File: src/rtl/regaddr_pkg.sv
package regaddr_pkg;

   // Kind of operand once it has been classified
   typedef enum logic [1:0] {
      KIND_DIRECT = 2'd0,
      KIND_WORK8  = 2'd1,
      KIND_WORK4  = 2'd2
   } opnd_kind_e;

   // Default geometry of the register address space
   localparam int unsigned DEF_ADDR_W     = 8;
   localparam int unsigned DEF_IDX_W      = 4;
   localparam int unsigned DEF_LOW_LAST   = 127;
   localparam int unsigned DEF_HIGH_FIRST = 240;
   localparam int unsigned DEF_WR_PREFIX  = 4'hE;

endpackage

File: src/rtl/regaddr_ptr.sv
module regaddr_ptr #(
   parameter int unsigned PAGE_W = 4
) (
   input  logic              clk,
   input  logic              rst_n,
   input  logic              load_i,
   input  logic [PAGE_W-1:0] page_i,
   output logic [PAGE_W-1:0] page_o
);

   logic [PAGE_W-1:0] page_q;

   always_ff @(posedge clk or negedge rst_n) begin
      if (!rst_n) begin
         page_q <= '0;
      end else if (load_i) begin
         page_q <= page_i;
      end
   end

   assign page_o = page_q;

endmodule

File: src/rtl/regaddr_map.sv
module regaddr_map
   import regaddr_pkg::*;
#(
   parameter int unsigned ADDR_W    = 8,
   parameter int unsigned IDX_W     = 4,
   parameter int unsigned WR_PREFIX = 4'hE
) (
   input  logic [ADDR_W-1:0]       field_i,
   input  logic                    wreg_i,
   input  logic [ADDR_W-IDX_W-1:0] page_i,
   output opnd_kind_e              kind_o,
   output logic [ADDR_W-1:0]       phys_o
);

   localparam int unsigned PAGE_W = ADDR_W - IDX_W;
   localparam logic [PAGE_W-1:0] PREFIX = PAGE_W'(WR_PREFIX);

   logic [IDX_W-1:0] idx;
   logic             is_prefixed;

   assign idx         = field_i[IDX_W-1:0];
   assign is_prefixed = (field_i[ADDR_W-1:IDX_W] == PREFIX);

   always_comb begin
      if (wreg_i) begin
         kind_o = KIND_WORK4;
      end else if (is_prefixed) begin
         kind_o = KIND_WORK8;
      end else begin
         kind_o = KIND_DIRECT;
      end
   end

   always_comb begin
      if (kind_o == KIND_DIRECT) begin
         phys_o = field_i;
      end else begin
         phys_o = {page_i, idx};
      end
   end

endmodule

File: src/rtl/regaddr_legal.sv
module regaddr_legal
   import regaddr_pkg::*;
#(
   parameter int unsigned ADDR_W     = 8,
   parameter int unsigned LOW_LAST   = 127,
   parameter int unsigned HIGH_FIRST = 240
) (
   input  opnd_kind_e        kind_i,
   input  logic [ADDR_W-1:0] phys_i,
   input  logic              pair_i,
   output logic              illegal_o
);

   logic in_window;
   logic odd_pair;

   generate
      if (HIGH_FIRST <= LOW_LAST + 1) begin : g_no_hole
         assign in_window = 1'b1;
      end else begin : g_hole
         localparam logic [ADDR_W-1:0] LO = ADDR_W'(LOW_LAST);
         localparam logic [ADDR_W-1:0] HI = ADDR_W'(HIGH_FIRST);
         assign in_window = (phys_i <= LO) || (phys_i >= HI);
      end
   endgenerate

   assign odd_pair  = pair_i && phys_i[0];
   assign illegal_o = odd_pair || ((kind_i == KIND_DIRECT) && !in_window);

endmodule

File: src/rtl/regaddr_pair.sv
module regaddr_pair #(
   parameter int unsigned ADDR_W = 8
) (
   input  logic [ADDR_W-1:0] first_i,
   input  logic              pair_i,
   output logic [ADDR_W-1:0] second_o
);

   always_comb begin
      second_o = first_i;
      if (pair_i) begin
         second_o[0] = 1'b1;
      end
   end

endmodule

File: src/rtl/regaddr_resolver.sv
module regaddr_resolver
   import regaddr_pkg::*;
#(
   parameter int unsigned ADDR_W     = DEF_ADDR_W,
   parameter int unsigned IDX_W      = DEF_IDX_W,
   parameter int unsigned LOW_LAST   = DEF_LOW_LAST,
   parameter int unsigned HIGH_FIRST = DEF_HIGH_FIRST,
   parameter int unsigned WR_PREFIX  = DEF_WR_PREFIX
) (
   input  logic              clk,
   input  logic              rst_n,
   input  logic [ADDR_W-1:0] field_i,
   input  logic              wreg_i,
   input  logic              pair_i,
   input  logic              ptr_load_i,
   input  logic [ADDR_W-1:0] ptr_data_i,
   output logic [ADDR_W-1:0] addr_o,
   output logic [ADDR_W-1:0] addr2_o,
   output logic              illegal_o
);

   localparam int unsigned PAGE_W   = ADDR_W - IDX_W;
   localparam int unsigned ADDR_MAX = (1 << ADDR_W) - 1;

   generate
      if (IDX_W == 0 || IDX_W >= ADDR_W) begin : g_bad_idx
         $error("IDX_W must lie strictly between 0 and ADDR_W");
      end
      if (HIGH_FIRST > ADDR_MAX || LOW_LAST > ADDR_MAX) begin : g_bad_window
         $error("window bounds exceed the address space");
      end
      if (WR_PREFIX >= (1 << PAGE_W)) begin : g_bad_prefix
         $error("WR_PREFIX does not fit the page field");
      end
   endgenerate

   logic [PAGE_W-1:0] page;
   opnd_kind_e        kind;
   logic [ADDR_W-1:0] phys;
   logic              unused_ptr_low;

   // Only the page nibble of the pointer byte selects anything
   assign unused_ptr_low = ^ptr_data_i[IDX_W-1:0];

   regaddr_ptr #(
      .PAGE_W (PAGE_W)
   ) u_ptr (
      .clk    (clk),
      .rst_n  (rst_n),
      .load_i (ptr_load_i),
      .page_i (ptr_data_i[ADDR_W-1:IDX_W]),
      .page_o (page)
   );

   regaddr_map #(
      .ADDR_W    (ADDR_W),
      .IDX_W     (IDX_W),
      .WR_PREFIX (WR_PREFIX)
   ) u_map (
      .field_i (field_i),
      .wreg_i  (wreg_i),
      .page_i  (page),
      .kind_o  (kind),
      .phys_o  (phys)
   );

   regaddr_legal #(
      .ADDR_W     (ADDR_W),
      .LOW_LAST   (LOW_LAST),
      .HIGH_FIRST (HIGH_FIRST)
   ) u_legal (
      .kind_i    (kind),
      .phys_i    (phys),
      .pair_i    (pair_i),
      .illegal_o (illegal_o)
   );

   regaddr_pair #(
      .ADDR_W (ADDR_W)
   ) u_pair (
      .first_i  (phys),
      .pair_i   (pair_i),
      .second_o (addr2_o)
   );

   assign addr_o = phys;

endmodule

File: config.mk
export PLATFORM = sky130hd
export DESIGN_NAME = regaddr_resolver
export DESIGN_NICKNAME = d
export VERILOG_FILES = /design/src/rtl/regaddr_pkg.sv /design/src/rtl/regaddr_ptr.sv /design/src/rtl/regaddr_map.sv /design/src/rtl/regaddr_legal.sv /design/src/rtl/regaddr_pair.sv /design/src/rtl/regaddr_resolver.sv
export SDC_FILE = /design/constraint.sdc
export NUM_CORES = 1
export LEC_CHECK = 0
export BUFFER_PORTS_ARGS = -buffer_cell sky130_fd_sc_hd__buf_2
export CORE_AREA = 2 2 39 41
export DETAILED_ROUTE_END_ITERATION = 12
export DIE_AREA = 0 0 41 43
export GPL_TIMING_DRIVEN = 0
export MAX_ROUTING_LAYER = met4
export PLACE_DENSITY_LB_ADDON = 0.2
export REMOVE_ABC_BUFFERS = 1
export SETUP_SLACK_MARGIN = 0.02
export SLEW_MARGIN = 20
export SYNTH_ARGS = -nofsm -noshare
export SYNTH_HDL_FRONTEND = slang
export SYNTH_SLANG_ARGS = --single-unit
File: constraint.sdc
create_clock -name clk -period 2.16 [get_ports clk]
set_clock_uncertainty 0.15 [all_clocks]
set_input_delay 0.108 -clock clk [delete_from_list [all_inputs] [get_ports clk]]
set_output_delay 0.108 -clock clk [all_outputs]
set_load 0.02 [all_outputs]
==> impl_metrics.py, run 1 <==
metrics = {
    "timing": {
        "hold_violations": 0,
        "fmax_mhz": 688.6,
        "slew_violations": 0,
        "finalSetupTns_ps": 0,
        "period_share": 0.6724,
        "setup_viol": 0,
        "rsz0062_at_grt": "false",
        "worstMarginPinSlew_ps": 239.8,
        "period_needed_ps": 1452,
        "maxSlewHeadroom": 0.8380,
        "hold_slack_ps": 21.63,
    },
    "detailed_routing": {
        "dr_total_vias": 308,
        "drt_pass1_iterations": 2,
        "drt_iter0_markers": 1,
        "routed_via_density": 4.400,
        "wl_per_cell_um": 10.39,
        "totalWireLength_um": 727,
        "drtAntennaViolNets": 0,
        "drc_errors": 0,
    },
    "clocking": {
        "numCtsBuffers": 3,
        "cts_root_buffer": "clkbuf_4",
        "clk_pin_slew_worst_paths_ps": 40,
        "clock_latency_ps": 230,
        "cts_buffer_depth": 2,
        "h-tree-depth": 1,
        "cts_tree": "built",
        "clkSinkCount": 4,
        "post_cts_buffers": 0,
    },
    "layout": {
        "largest_reg_flops": 4,
        "synthToLayoutAreaGrowth_pct": 38.66,
        "drive_gt1_frac": 0.5741,
        "final_area_um2": 466.7,
        "num-nets-final": 77,
        "num_antenna_cells": 0,
        "finalNonFillerCells": 70,
        "postLayoutCoreUtil": 0.3373,
    },
    "global_route": {
        "grt_pass1_vias": 272,
        "grt_pass1_wl_um": 986,
        "grt.overflow.total": 0,
        "grt_max_degree": 6,
        "antenna_found_initial": 0,
        "grt_use_total": 0.08583,
    },
    "worst_setup_path": {
        "path_cells": "mux2_1, o31a_1, buf_2",
        "path_buf_inv": 1,
        "cp-end-kind": "output pin",
        "worstPathRequired_ps": 1900,
        "critical_path_class": "flop to output pin",
        "worst-path-max-fanout": 3,
        "reg2reg_depth": 1,
        "cp-startpoint": "u_ptr.page_o[3]$_DFFE_PN0P_",
        "max_stage_delay_ps": 390,
        "critPathArrivalTime_ps": 1190,
        "cp_slowest_cell": "dfrtp_1",
        "path_depth": 3,
        "crit_family": "flip-flops",
        "setup.worst_path.start_class": "flop",
        "r2r-start": "u_ptr.page_o[2]$_DFFE_PN0P_",
    },
    "placement": {
        "dpl_cell_area_um2": 394.1,
        "dp.cells": 62,
        "gp_congestion": 0.5504,
        "port_buffers": 24,
        "dp_hpwl_um": 555.9,
    },
    "die": {
        "die_w_um": 41,
        "die_area_um2": 1763,
        "start_util": 0.2432,
        "ios": 38,
        "coreArea_um2": 1384,
        "rows": 14,
        "die_h_um": 43,
    },
    "synthesis": {
        "synth_cells": 33,
        "synth_area_leaders": "dfrtp_1, buf_4, mux2_2, mux2_1, mux2i_1",
        "synthFlopType": "dfrtp_1",
        "synth.most_common_cell": "buf_4",
        "synth_common_cells": "buf_4, dfrtp_1, mux2_2",
        "ys_types": 14,
        "yosysTopAreaCell": "dfrtp_1",
        "synth_edf_count": 0,
        "synthesis.yosys.warnings": 0,
        "synth_top_area_frac": 0.2974,
        "ys_seq_area_frac": 0.2974,
        "synth_area_um2": 336.6,
        "ys_seq_elements": 4,
        "avgSynthCellArea_um2": 10.20,
        "async_flop_share": 1.000,
    },
    "worst_hold_path": {
        "hp-class": "primary input to flop",
        "hold_depth": 2,
        "worstHoldStart": "ptr_load_i",
    },
    "power_and_ir_drop": {
        "powerDensity_nw_per_um2": 598.4,
        "leakage_nw": 0.2400,
        "ir_drop_v": 0.0002497,
    },
    "outcome": {
        "status": "finished clean",
    },
    "run": {
        "cap_violations": 0,
    },
}
layout by cell type, fill, tap and decap left out, drive strengths merged:
cell	netlist	routed
nor2	2	2
clkbuf	0	3
dlygate4sd3	0	5
dfrtp	4	4
mux2i	2	2
mux2	5	5
a32o	1	1
nor4bb	2	2
nand2	1	1
or2	1	1
o31a	1	1
a31o	1	1
a22o	1	1
inv	1	1
buf	11	24
where the power goes:
| group | internal [W] | switching (W) | total (W) |
|---|---|---|---|
| clock network | 0.0000623 | 0.0000326 | 0.0000949 |
| registers | 0.0000829 | 0.00000586 | 0.0000888 |
| logic | 0.0000446 | 0.0000511 | 0.0000956 |
| total | 0.000190 | 0.0000895 | 0.000279 |
metal layers:
metal	vias to the layer above	wire length, um	global-route usage
met5	-	0	-
li1	150	-	-
met4	0	0	0.06000
met1	129	327	0.09804
met2	29	288	0.1188
met3	0	112	0.03141
layout make-up:
type	instances	area, um2
Tap cell	16	20.02
Multi-Input combinational cell	17	150.1
Timing Repair Buffer	29	170.2
Fill cell	157	917.1
Clock buffer	3	22.52
Inverter	1	3.754
Sequential cell	4	100.1
cell families after synthesis:
logic type | Yosys count | share of synthesized area
DFF | 4 | 0.2974
AOI/OAI and AO/OA | 4 | 0.1078
and+or+nand+nor | 6 | 0.1115
buffers and inverters | 12 | 0.2565
muxes | 7 | 0.2268
path summary, 6_finish.rpt:
check	slack, ps	endpoint
max	710	addr2_o[7]
min	20	u_ptr.page_o[2]$_DFFE_PN0P_
max reg2reg	1220	u_ptr.page_o[2]$_DFFE_PN0P_
min reg2reg	370	u_ptr.page_o[0]$_DFFE_PN0P_
max in group asynchronous	1680	u_ptr.page_o[3]$_DFFE_PN0P_
min in group asynchronous	60	u_ptr.page_o[2]$_DFFE_PN0P_
per-stage QoR:
step / power, W / setup WS [ps]
after floorplan: 0.0001381 / 972.0
after global placement: 0.0001791 / 958.1
after detailed placement: 0.0001795 / 954.5
after CTS: 0.0002854 / 689.9
after global routing: 0.0002958 / 643.5
final: 0.0002793 / 707.7
timing repair:
action / 4_1_cts / 5_1_grt
resized for setup: 0 / 0
endpoints found under the hold margin: 8 / 0
hold buffers: 5 / 0
Power figures use the tool's default switching activity.
==> inputs of run 2 (changes only) <==
- ABC_AREA: unset -> 1
- clock period: 2.16 -> 1.3 ns (I/O delays scaled with it)
==> impl_metrics.py, run 2 <==
metrics = {
    "timing": {
        "worstMarginPinSlew_ps": 415.0,
        "period_needed_ps": 1237,
        "fmax_mhz": 808.2,
        "rsz0062_at_grt": "true",
        "maxSlewHeadroom": 0.7224,
        "hold_violations": 0,
        "hold_slack_ps": 12.71,
        "period_share": 0.9518,
        "slew_violations": 0,
        "setup_viol": 0,
    },
    "global_route": {
        "grt_max_degree": 7,
        "grt_pass1_wl_mm": 1.055,
        "grt_use_total": 0.08893,
        "antenna_found_initial": 0,
        "grt.overflow.total": 0,
        "grt_pass1_vias": 284,
    },
    "layout": {
        "layout_common_cells": "buf_2, nand2_1, dlygate4sd3_1",
        "fill_cells": 148,
        "num-nets-final": 91,
        "largest_reg_flops": 4,
        "num_antenna_cells": 0,
        "final_area_um2": 526.8,
        "synthToLayoutAreaGrowth_pct": 50.36,
        "final_common_cell": "buf_2",
        "postLayoutCoreUtil": 0.3807,
        "drive_gt1_frac": 0.5882,
    },
    "worst_setup_path": {
        "crit_family": "flip-flops",
        "setup.worst_path.start_class": "flop",
        "max_stage_delay_ps": 370,
        "r2r-start": "u_ptr.page_o[1]$_DFFE_PN0P_",
        "critical_path_class": "flop to output pin",
        "cp-end-kind": "output pin",
        "crit_top_cell": "nand2_1",
        "cp_slowest_cell": "dfrtp_1",
        "worst-path-max-fanout": 3,
        "critPathArrivalTime_ps": 1020,
        "path_cells": "nand2_1, nand2_2, nand3_2, nand2_1, nand2_1, buf_6",
        "path_buf_inv": 1,
        "cp-startpoint": "u_ptr.page_o[2]$_DFFE_PN0P_",
        "worstPathRequired_ps": 1090,
    },
    "synthesis": {
        "async_flop_share": 1.000,
        "avgSynthCellArea_um2": 8.147,
        "synth_compound_area_frac": 0.01429,
        "synthMuxAreaShare": 0.1286,
        "synth_edf_count": 0,
        "yosys.area_share.xor_xnor": 0,
        "synth_area_leaders": "dfrtp_1, buf_4, mux2_2, nand2_1, nand2_2",
        "ys_seq_area_frac": 0.2857,
        "synth_top_family_by_area": "simple AND/OR/NAND/NOR gates",
        "ys_seq_elements": 4,
        "ys_types": 14,
        "synth_top_area_frac": 0.2857,
        "synth_area_um2": 350.3,
        "yosysTopAreaCell": "dfrtp_1",
        "synth_cells": 43,
        "synthFlopType": "dfrtp_1",
        "synth_adder_area_share": 0,
        "synthesis.yosys.warnings": 0,
        "synth.most_common_cell": "buf_4",
        "yosys.area_share.simple": 0.3036,
        "synth_common_cells": "buf_4, nand2_1, dfrtp_1, mux2_2, nand2_2",
    },
    "clocking": {
        "clk_pin_slew_worst_paths_ps": 40,
        "clock_latency_ps": 230,
        "cts_tree": "built",
        "cts_buffer_depth": 2,
        "clkSinkCount": 4,
        "cts_root_buffer": "clkbuf_4",
        "post_cts_buffers": 0,
        "numCtsBuffers": 3,
        "h-tree-depth": 1,
    },
    "detailed_routing": {
        "drt_pass1_iterations": 4,
        "drtAntennaViolNets": 0,
        "dr_total_vias": 333,
        "routed_via_density": 3.964,
        "wl_per_cell_um": 8.726,
        "totalWireLength_um": 733,
        "drt_iter0_markers": 4,
        "drc_errors": 0,
    },
    "power_and_ir_drop": {
        "p_switching_w": 0.0001649,
        "seq_power_share": 0.296,
        "powerDensity_nw_per_um2": 925.2,
        "leakage_nw": 0.2834,
        "internal_power_w": 0.0003225,
        "power_w": 0.0004874,
        "switching_share": 0.3383,
        "ir_drop_v": 0.0004283,
        "p_comb_frac": 0.392,
        "p_clk_frac": 0.311,
    },
    "placement": {
        "gp_congestion": 0.5490,
        "port_buffers": 24,
        "dpl_cell_area_um2": 407.9,
        "dp_hpwl_um": 556.3,
    },
    "die": {
        "ios": 38,
        "die_h_um": 43,
        "rows": 14,
        "start_util": 0.2532,
        "coreArea_um2": 1384,
        "die_w_um": 41,
        "die_area_um2": 1763,
    },
    "run": {
        "cap_violations": 0,
    },
    "outcome": {
        "status": "finished clean",
    },
    "worst_hold_path": {
        "hp-class": "primary input to asynchronous set/reset pin",
    },
}
-- run 2: cell types whose count changed in the layout (fill, tap and decap cells not counted), sizes merged --
cell	before	now
nand2	1	14
nand3	0	3
o21ai	0	1
inv	1	3
mux2	5	4
nor4bb	2	0
a22o	1	0
dlygate4sd3	5	9
mux2i	2	0
o31a	1	0
a31o	1	0
a32o	1	0
-- run 2: path summary, 6_finish.rpt --
path	to	slack [ps]	depth (start not counted)
min in group clk	addr_o[0]	220	2
worst max register to register	u_ptr.page_o[1]$_DFFE_PN0P_	410	1
worst min-delay path	u_ptr.page_o[0]$_DFFE_PN0P_	10	2
max in group asynchronous	u_ptr.page_o[2]$_DFFE_PN0P_	870	2
worst min register to register	u_ptr.page_o[2]$_DFFE_PN0P_	360	1
worst max-delay path	illegal_o	60	6
-- run 2: layer usage --
layer / GRT usage / wire [um] / vias to the layer above
met5: - / 0 / -
met4: 0.06000 / 0 / 0
met3: 0.01571 / 84 / 0
met2: 0.1188 / 322 / 20
met1: 0.1176 / 325 / 137
li1: - / - / 176
-- run 2: cell type report --
| type | instances | area (um2) | area share |
|---|---|---|---|
| clock buffer | 3 | 22.52 | 0.04276 |
| inverter | 3 | 11.26 | 0.02138 |
| multi-input combinational | 25 | 156.4 | 0.2969 |
| sequential | 4 | 100.1 | 0.1900 |
| tap | 16 | 20.02 | 0.03800 |
| timing repair buffer | 33 | 216.5 | 0.4109 |
-- run 2: cells by family after synthesis --
| family | count (synthesis) |
|---|---|
| AO/OA/AOI/OAI | 1 |
| buffers and inverters | 14 |
| flip-flops | 4 |
| multiplexers | 4 |
| AND/OR/NAND/NOR | 20 |
-- run 2: power groups by stage --
stage	logic, W	registers (W)	clock network, W
2_1_floorplan	0.0000928	0.000144	0
3_3_place_gp	0.000154	0.000146	0
3_5_place_dp	0.000153	0.000146	0
4_1_cts	0.000191	0.000145	0.000162
5_1_grt	0.000210	0.000146	0.000163
6_report	0.000191	0.000144	0.000152
-- run 2: timing repair --
item	in CTS	in global routing
pin swaps	0	2
endpoints found under the setup margin	1	1
hold buffers	9	0
gates resized for setup	1	1
endpoints found under the hold margin	14	0
-- run 2: metrics by stage --
stage	setup slack [ps]	TNS (ps)	cells
floorplan	-106.8	-213.6	32
global placement	158.9	0	72
detailed placement	167.5	0	72
CTS	32.85	0	84
global route	-42.22	-42.22	84
finish	62.71	0	84
